<file path="src/rtl/vtg_pkg.sv">
package vtg_pkg;

  localparam int REG_AW = 3;

  // register addresses
  localparam logic [REG_AW-1:0] A_CTRL = 3'd0;
  localparam logic [REG_AW-1:0] A_HA   = 3'd1;
  localparam logic [REG_AW-1:0] A_HB   = 3'd2;
  localparam logic [REG_AW-1:0] A_VOA  = 3'd3;
  localparam logic [REG_AW-1:0] A_VOB  = 3'd4;
  localparam logic [REG_AW-1:0] A_VEA  = 3'd5;
  localparam logic [REG_AW-1:0] A_VEB  = 3'd6;
  localparam logic [REG_AW-1:0] A_IRQ  = 3'd7;

  // control bit positions
  localparam int B_EN    = 0;
  localparam int B_CONT  = 1;
  localparam int B_ILACE = 2;
  localparam int B_REP   = 3;
  localparam int B_IEN   = 4;

  // region codes, in scan order; also the index into a field bank
  typedef enum logic [1:0] {
    SEG_BACK  = 2'd0,
    SEG_VIS   = 2'd1,
    SEG_FRONT = 2'd2,
    SEG_SYNC  = 2'd3
  } seg_e;

  function automatic seg_e next_seg(input seg_e s);
    return seg_e'(s + 2'd1);
  endfunction

endpackage

</file>
<file path="src/rtl/vtg_regs.sv">
module vtg_regs
  import vtg_pkg::*;
#(
  parameter int FW = 16
) (
  input  logic                      clk,
  input  logic                      rst,
  input  logic                      wr_en,
  input  logic [REG_AW-1:0]         wr_addr,
  input  logic [2*FW-1:0]           wr_data,
  input  logic [REG_AW-1:0]         rd_addr,
  output logic [2*FW-1:0]           rd_data,
  input  logic                      running,
  input  logic                      stop_pulse,
  input  logic                      vfp_enter,
  output logic                      en,
  output logic                      cont,
  output logic                      ilace,
  output logic                      rep,
  output logic                      ien,
  output logic                      irq_stat,
  output logic [3:0][FW-1:0]        h_fields,
  output logic [3:0][FW-1:0]        vo_fields,
  output logic [3:0][FW-1:0]        ve_fields
);

  localparam int DW    = 2 * FW;
  localparam int NBANK = 3;

  // bank 0 horizontal, bank 1 vertical primary/odd, bank 2 vertical even
  logic [NBANK-1:0][3:0][FW-1:0] bank;

  always_ff @(posedge clk) begin
    if (rst) begin
      bank <= '0;
    end else if (wr_en) begin
      for (int b = 0; b < NBANK; b++) begin
        for (int p = 0; p < 2; p++) begin
          if (wr_addr == REG_AW'(1 + 2 * b + p)) begin
            bank[b][2*p]   <= wr_data[FW-1:0];
            bank[b][2*p+1] <= wr_data[DW-1:FW];
          end
        end
      end
    end
  end

  always_ff @(posedge clk) begin
    if (rst) begin
      en    <= 1'b0;
      cont  <= 1'b0;
      ilace <= 1'b0;
      rep   <= 1'b0;
      ien   <= 1'b0;
    end else begin
      if (stop_pulse && !cont) en <= 1'b0;
      if (wr_en && wr_addr == A_CTRL) begin
        en    <= wr_data[B_EN];
        cont  <= wr_data[B_CONT];
        ilace <= wr_data[B_ILACE];
        rep   <= wr_data[B_REP];
        ien   <= wr_data[B_IEN];
      end
    end
  end

  always_ff @(posedge clk) begin
    if (rst) begin
      irq_stat <= 1'b0;
    end else if (vfp_enter) begin
      irq_stat <= 1'b1;
    end else if (wr_en && wr_addr == A_IRQ && wr_data[0]) begin
      irq_stat <= 1'b0;
    end
  end

  always_ff @(posedge clk) begin
    if (rst) begin
      rd_data <= '0;
    end else begin
      case (rd_addr)
        A_CTRL:  rd_data <= {{(DW-5){1'b0}}, ien, rep, ilace, cont, en | running};
        A_HA:    rd_data <= {bank[0][1], bank[0][0]};
        A_HB:    rd_data <= {bank[0][3], bank[0][2]};
        A_VOA:   rd_data <= {bank[1][1], bank[1][0]};
        A_VOB:   rd_data <= {bank[1][3], bank[1][2]};
        A_VEA:   rd_data <= {bank[2][1], bank[2][0]};
        A_VEB:   rd_data <= {bank[2][3], bank[2][2]};
        default: rd_data <= {{(DW-1){1'b0}}, irq_stat};
      endcase
    end
  end

  assign h_fields  = bank[0];
  assign vo_fields = bank[1];
  assign ve_fields = bank[2];

  AST_IRQ_W1C: assert property (@(posedge clk) disable iff (rst)
    (wr_en && wr_addr == A_IRQ && wr_data[0] && !vfp_enter) |=> !irq_stat);

  AST_ONESHOT_DROP: assert property (@(posedge clk) disable iff (rst)
    (stop_pulse && !cont && !wr_en) |=> !en);

endmodule

</file>
<file path="src/rtl/vtg_hseq.sv">
module vtg_hseq
  import vtg_pkg::*;
#(
  parameter int FW = 16
) (
  input  logic                 clk,
  input  logic                 rst,
  input  logic                 clear,
  input  logic                 adv,
  input  logic [3:0][FW:0]     seg_len,
  output seg_e                 seg,
  output logic [FW+2:0]        pos,
  output logic                 line_end,
  output logic                 mid_hit
);

  localparam int PW = FW + 3;

  logic [FW:0]   cnt;
  logic [PW-1:0] htot;
  logic [PW-1:0] half;
  logic          seg_last;

  always_comb begin
    htot = '0;
    for (int i = 0; i < 4; i++) htot = htot + PW'(seg_len[i]);
    half     = htot >> 1;
    seg_last = (cnt == seg_len[seg] - 1'b1);
    line_end = adv && seg_last && (seg == SEG_SYNC);
    mid_hit  = adv && (pos == half);
  end

  always_ff @(posedge clk) begin
    if (rst || clear) begin
      seg <= SEG_BACK;
      cnt <= '0;
      pos <= '0;
    end else if (adv) begin
      if (seg_last) begin
        cnt <= '0;
        seg <= next_seg(seg);
      end else begin
        cnt <= cnt + 1'b1;
      end
      pos <= line_end ? '0 : pos + 1'b1;
    end
  end

  AST_LINE_WRAP: assert property (@(posedge clk) disable iff (rst)
    line_end |=> (pos == '0 && seg == SEG_BACK));

endmodule

</file>
<file path="src/rtl/vtg_vseq.sv">
module vtg_vseq
  import vtg_pkg::*;
#(
  parameter int FW = 16
) (
  input  logic                 clk,
  input  logic                 rst,
  input  logic                 clear,
  input  logic                 step,
  input  logic [3:0][FW-1:0]   seg_len,
  output seg_e                 seg,
  output logic                 first_line,
  output logic                 frame_end,
  output logic                 fp_enter
);

  logic [FW-1:0] cnt;
  logic          seg_last;

  always_comb begin
    seg_last   = (cnt == seg_len[seg] - 1'b1);
    frame_end  = step && seg_last && (seg == SEG_SYNC);
    fp_enter   = step && seg_last && (seg == SEG_VIS);
    first_line = (seg == SEG_BACK) && (cnt == '0);
  end

  always_ff @(posedge clk) begin
    if (rst || clear) begin
      seg <= SEG_BACK;
      cnt <= '0;
    end else if (step) begin
      if (seg_last) begin
        cnt <= '0;
        seg <= next_seg(seg);
      end else begin
        cnt <= cnt + 1'b1;
      end
    end
  end

  AST_FP_ENTRY: assert property (@(posedge clk) disable iff (rst)
    fp_enter |=> (seg == SEG_FRONT));

  AST_FRAME_WRAP: assert property (@(posedge clk) disable iff (rst)
    frame_end |=> first_line);

endmodule

</file>
<file path="src/rtl/raster_timing_gen.sv">
module raster_timing_gen
  import vtg_pkg::*;
#(
  parameter int FW = 16
) (
  input  logic                 clk,
  input  logic                 rst,
  input  logic                 wr_en,
  input  logic [2:0]           wr_addr,
  input  logic [2*FW-1:0]      wr_data,
  input  logic [2:0]           rd_addr,
  output logic [2*FW-1:0]      rd_data,
  output logic                 hsync_o,
  output logic                 vsync_o,
  output logic                 hblank_o,
  output logic                 vblank_o,
  output logic                 de_o,
  output logic                 field_o,
  output logic                 frame_start_o,
  output logic                 irq_o
);

  logic                 en, cont, ilace, rep, ien, irq_stat;
  logic [3:0][FW-1:0]   h_fields, vo_fields, ve_fields;
  logic [3:0][FW:0]     h_len;
  logic [3:0][FW-1:0]   v_len;
  logic                 running;
  logic                 odd_field;
  logic                 vs_del;
  logic                 vs_next;
  logic                 start;
  logic                 keep_going;
  logic                 stop_pulse;
  seg_e                 hseg, vseg;
  logic [FW+2:0]        hpos;
  logic                 line_end, mid_hit;
  logic                 first_line, frame_end, fp_enter;
  logic                 vraw;
  logic                 use_even;

  vtg_regs #(.FW(FW)) u_regs (
    .clk        (clk),
    .rst        (rst),
    .wr_en      (wr_en),
    .wr_addr    (wr_addr),
    .wr_data    (wr_data),
    .rd_addr    (rd_addr),
    .rd_data    (rd_data),
    .running    (running),
    .stop_pulse (stop_pulse),
    .vfp_enter  (fp_enter),
    .en         (en),
    .cont       (cont),
    .ilace      (ilace),
    .rep        (rep),
    .ien        (ien),
    .irq_stat   (irq_stat),
    .h_fields   (h_fields),
    .vo_fields  (vo_fields),
    .ve_fields  (ve_fields)
  );

  // horizontal region lengths in clocks: doubled under pixel repeat
  for (genvar g = 0; g < 4; g++) begin : g_hlen
    assign h_len[g] = rep ? {h_fields[g], 1'b0} : {1'b0, h_fields[g]};
  end

  assign use_even   = ilace && !odd_field;
  assign v_len      = use_even ? ve_fields : vo_fields;
  assign start      = !running && en;
  assign keep_going = en && cont;
  assign stop_pulse = running && frame_end && !keep_going;

  vtg_hseq #(.FW(FW)) u_hseq (
    .clk      (clk),
    .rst      (rst),
    .clear    (start),
    .adv      (running),
    .seg_len  (h_len),
    .seg      (hseg),
    .pos      (hpos),
    .line_end (line_end),
    .mid_hit  (mid_hit)
  );

  vtg_vseq #(.FW(FW)) u_vseq (
    .clk        (clk),
    .rst        (rst),
    .clear      (start),
    .step       (line_end),
    .seg_len    (v_len),
    .seg        (vseg),
    .first_line (first_line),
    .frame_end  (frame_end),
    .fp_enter   (fp_enter)
  );

  always_ff @(posedge clk) begin
    if (rst) begin
      running   <= 1'b0;
      odd_field <= 1'b0;
    end else if (start) begin
      running   <= 1'b1;
      odd_field <= 1'b0;
    end else if (frame_end) begin
      if (keep_going) begin
        if (ilace) odd_field <= ~odd_field;
      end else begin
        running <= 1'b0;
      end
    end
  end

  // odd-field vertical sync: resampled only at the mid-line point
  assign vraw    = (vseg == SEG_SYNC);
  assign vs_next = mid_hit ? vraw : vs_del;

  always_ff @(posedge clk) begin
    if (rst || start) vs_del <= 1'b0;
    else              vs_del <= vs_next;
  end

  always_ff @(posedge clk) begin
    if (rst || !running) begin
      hsync_o       <= 1'b0;
      vsync_o       <= 1'b0;
      hblank_o      <= 1'b0;
      vblank_o      <= 1'b0;
      de_o          <= 1'b0;
      field_o       <= 1'b0;
      frame_start_o <= 1'b0;
    end else begin
      hsync_o       <= (hseg == SEG_SYNC);
      vsync_o       <= (ilace && odd_field) ? vs_next : vraw;
      hblank_o      <= (hseg != SEG_VIS);
      vblank_o      <= (vseg != SEG_VIS);
      de_o          <= (hseg == SEG_VIS) && (vseg == SEG_VIS);
      field_o       <= odd_field;
      frame_start_o <= (hpos == '0) && first_line;
    end
  end

  assign irq_o = irq_stat && ien;

  AST_DE_UNBLANKED: assert property (@(posedge clk) disable iff (rst)
    de_o |-> (!hblank_o && !vblank_o));

  AST_HSYNC_BLANKED: assert property (@(posedge clk) disable iff (rst)
    hsync_o |-> (hblank_o && !de_o));

  AST_FSTART_PULSE: assert property (@(posedge clk) disable iff (rst)
    frame_start_o |=> !frame_start_o);

  AST_IDLE_QUIET: assert property (@(posedge clk) disable iff (rst)
    !running |=> (!de_o && !hsync_o && !vsync_o && !frame_start_o));

  AST_EVEN_FIRST: assert property (@(posedge clk) disable iff (rst)
    start |=> !odd_field);

endmodule

</file>
<file path="config.mk">
export PLATFORM = sky130hd
export DESIGN_NAME = raster_timing_gen
export DESIGN_NICKNAME = d
export VERILOG_FILES = /design/src/rtl/vtg_pkg.sv /design/src/rtl/vtg_regs.sv /design/src/rtl/vtg_hseq.sv /design/src/rtl/vtg_vseq.sv /design/src/rtl/raster_timing_gen.sv
export SDC_FILE = /design/constraint.sdc
export NUM_CORES = 1
export LEC_CHECK = 0
export ABC_CLOCK_PERIOD_IN_PS = 17600
export BUFFER_PORTS_ARGS = -buffer_cell sky130_fd_sc_hd__buf_2
export CORE_MARGIN = 4
export CORE_UTILIZATION = 56
export CTS_BUF_LIST = sky130_fd_sc_hd__clkbuf_8
export CTS_CLUSTER_DIAMETER = 100
export DETAILED_ROUTE_END_ITERATION = 7
export GPL_TIMING_DRIVEN = 0
export PLACE_DENSITY = 0.83
export SYNTH_ARGS = -nofsm -noshare
export SYNTH_HDL_FRONTEND = slang
export SYNTH_SLANG_ARGS = --single-unit
</file>
<file path="constraint.sdc">
create_clock -name clk -period 17.6 [get_ports clk]
set_clock_uncertainty 0.15 [all_clocks]
set_input_delay 3.52 -clock clk [delete_from_list [all_inputs] [get_ports clk]]
set_output_delay 3.52 -clock clk [all_outputs]
set_load 0.05 [all_outputs]
</file>
==> results summary <==
By area, the combinational part of the netlist is dominated by simple AND/OR/NAND/NOR gates. The data required time of the critical path came out at 17.97 ns. The area of all placed cells without fillers came out at 19500 sq um.

Detailed placement ended at an HPWL of 49800 microns. For the worst-skew pair, the clock arrives at the later sink with an insertion delay of 0.65 ns. The share of synthesized cell area in full adder, half adder and majority cells came out at 5.41%.

The count of cell types in the netlist came out at 73. The routed via count divided by cell count came out at 6.42. Summed over its instances, the top area cell type makes up 33.8% of the synthesized netlist area.

Of the total synthesized cell area, the portion taken by XOR and XNOR cells is 5.75%. Counting flops and latches in the post-synthesis netlist gives 296. The clock buffer count from CTS came out at 50. The overall routing resource usage came out at 36.7%. The shortest clock period the worst path allows after layout came out at 8.01 ns. After clock tree synthesis, the setup repair step added 0 buffers. The slowest stage of the critical path belongs to the cell buf_1. Compared with the post-synthesis result, the final layout area differs by 11.5%. The post-route DRC violation count is 0. The via count came out at 17260. The hold path depth came out at 2.

The average wire length per cell after detail routing is 23.8 microns. The post-route netlist has 11.6% of its cells at a drive strength greater than 1. The cell area after placement came out at 18400 sq um. The setup TNS is 0 ns. Along the worst path, the maximum fanout reaches 10.

The commonest register cell after synthesis is dfxtp_1. The simple-gate portion of the synthesized area is 19.8%. The upper clock frequency limit came out at 125 MHz. The initialized floorplan defines 64 standard-cell rows. The worst reg-to-reg path cell count came out at 29. The synthesized netlist net count came out at 2234. For this run, the share of the core covered by cells in the final layout is 63.5%. The post-detailed-routing wire length is 64000 microns. The largest net degree at the start of global routing came out at 16. The hold violation total from the final report was 0. A synthesized cell averages 8.23 sq um. In this run the standard cell core region covers 30700 sq um.

The Yosys step of the flow raised 0 warnings. The actual transition at the worst max-transition pin is 1.28 ns. The global-route wire length before repair came out at 96900 microns.

Setup repair after global routing left no endpoint under its margin. The worst hold path belongs to the class flop to flop. Power spread over the standard cell area amounts to 79.4 nW/um^2. Summing the areas of all compound-gate instances in the mapped netlist gives 16.9% of the synthesized area.

CTS built an H-tree with a depth of 2. The post-synthesis mux area share is 13.7%. The last weighted congestion value of the routability-driven placer is 1.03. The static leakage power is 7.12 nW. The clock drives 296 sinks. The CTS tree is done. The initial antenna violation count is 2. The root buffer cell chosen for the clock tree is clkbuf_8.

The count of nets after finishing came out at 2360. The clock-pin slew reported for the worst setup and hold paths after clock tree synthesis came out at 0.07 ns. The number of standard cells after synthesis is 2128. The final-layout worst hold slack is 0.323 ns. The share of the yosys chip area belonging to registers came out at 33.8%. The horizontal die dimension is 185 microns. Overall power consumption after layout is estimated at 1.55 mW. The setup path with the least slack is of type flop to flop. After clock tree synthesis, the flow added hold-fix buffers numbering 0. The synthesized design spends more area on one cell type than any other, namely dfxtp_1.

The tool flagged a number of max-cap violations equal to 0. The worst stage delay on the critical path came out at 0.64 ns. The relative max-transition margin came out at 14.2%. The number of iterations in the first detailed-routing pass came out at 7. The worst-case IR drop observed on VDD is 0.0717 mV. The kind of start point of the critical path is a flop. The initial utilization of the core area, before any placement, comes to 57.0%. The die is 185 microns tall.

Once the clock tree was built, the resizer swapped 0 gates to a different size. STA classifies the critical path endpoint as a flop. The total congestion overflow after global routing came out at 0. The run finished with clean final reports. Sorting the synthesized cells by area gives the leading types as dfxtp_1, nand2_1, a21oi_1. Setup violations remaining at the end of the flow were counted as 0. The number of global-route vias before repair is 16639. nand2_1 is the most common cell in the netlist. The number of primary I/O pins is 81. The die area is 34200 sq um. The final-report max-slew violation count came to 0.

In this run the tool buffered the top-level ports with 74 buffer cells. The commonest cells after synthesis are nand2_1, dfxtp_1, a21oi_1. The detail route stage leaves a number of antenna-violating nets equal to 0. The post-synthesis cell area came out at 17500 sq um. Of the available clock period, the critical path in the final layout requires 45.5%. The count of flip-flops with a built-in enable after synthesis is 0. The count of routing violations after the opening detailed-route iteration is 2038.

The share of synthesized registers carrying an async set or reset is 0%. The data arrival time of the critical path came out at 8.38 ns. The number of buffers on the longest clock path came out at 3.
routing by layer:
metal	vias up	track usage, %	share of wire, %
met5	-	0	0.011
met4	2	17.6	5.8
met3	253	8.15	11
met2	1112	57.8	44
met1	8109	48.1	38
li1	7784	-	-
power breakdown:
part           leakage (nW)  internal [mW]  switching [mW]
Clock                 0.630          0.399           0.306
Sequential             2.39          0.681          0.0145
Combinational          4.10         0.0484           0.102
Total                  7.12           1.13           0.422
cells by family (layout without fill, tap and decap cells):
kind of cell	count (synthesis)	after routing
and+or+nand+nor	778	778
adders and majority gates	65	65
AOI/OAI and AO/OA	491	491
buffers and inverters	207	371
xor gates and xnor gates	115	115
muxes	176	176
other	0	1
DFF	296	296
layout make-up:
type,count,area [sq um]
Antenna cell,1,2.50
Buffer,129,527
Clock buffer,63,867
Clock inverter,27,274
Fill cell,2658,11200
Inverter,78,293
Multi-Input combinational cell,1625,10800
Sequential cell,296,5930
Tap cell,396,495
Timing Repair Buffer,74,370
worst max-delay path: cells and delay by family, from the launching register on:
family | cells | cell delay, ns
adder cells (fa/ha/maj) | 3 | 1.06
AND/OR/NAND/NOR | 10 | 2.25
flip-flops | 1 | 0.31
buffers and inverters | 6 | 2.02
AO/OA/AOI/OAI | 8 | 1.51
multiplexers | 2 | 0.62
cell usage in the layout (no fill, tap or decap), drive strengths merged, types with 47 or more instances in the layout:
cell	synthesis	final
a21oi	247	247
a22oi	91	91
buf	32	106
clkbuf	97	160
dfxtp	296	296
ha	47	47
inv	76	90
mux2i	97	97
nand2	459	459
nor2	95	95
xnor2	73	73
flip-flops by register name, indices dropped and copies added, names as in the netlist, 2 cells and up:
register          cells
u_regs.h_fields      64
u_regs.ve_fields     64
u_regs.vo_fields     64
u_regs.rd_data       32
u_hseq.pos           19
u_hseq.cnt           17
u_vseq.cnt           16
u_hseq.seg            2
u_vseq.seg            2
worst paths after layout:
check / from / to / slack, ns
worst max-delay path: u_regs.rep / vsync_o / 9.59
worst min-delay path: u_regs.ve_fields[47] / u_regs.ve_fields[47] / 0.32
worst max register to register: u_regs.rep / vsync_o / 9.59
worst min register to register: u_regs.ve_fields[47] / u_regs.ve_fields[47] / 0.32
per-stage QoR:
stage / cells / setup WS [ns]
global placement: 2598 / 9.77
finish: 2689 / 9.59
CTS: 2688 / 9.67
global route: 2689 / 8.94
detailed placement: 2598 / 9.69
floorplan: 2128 / 11.21
No activity file was read; power rests on OpenSTA's default activity.
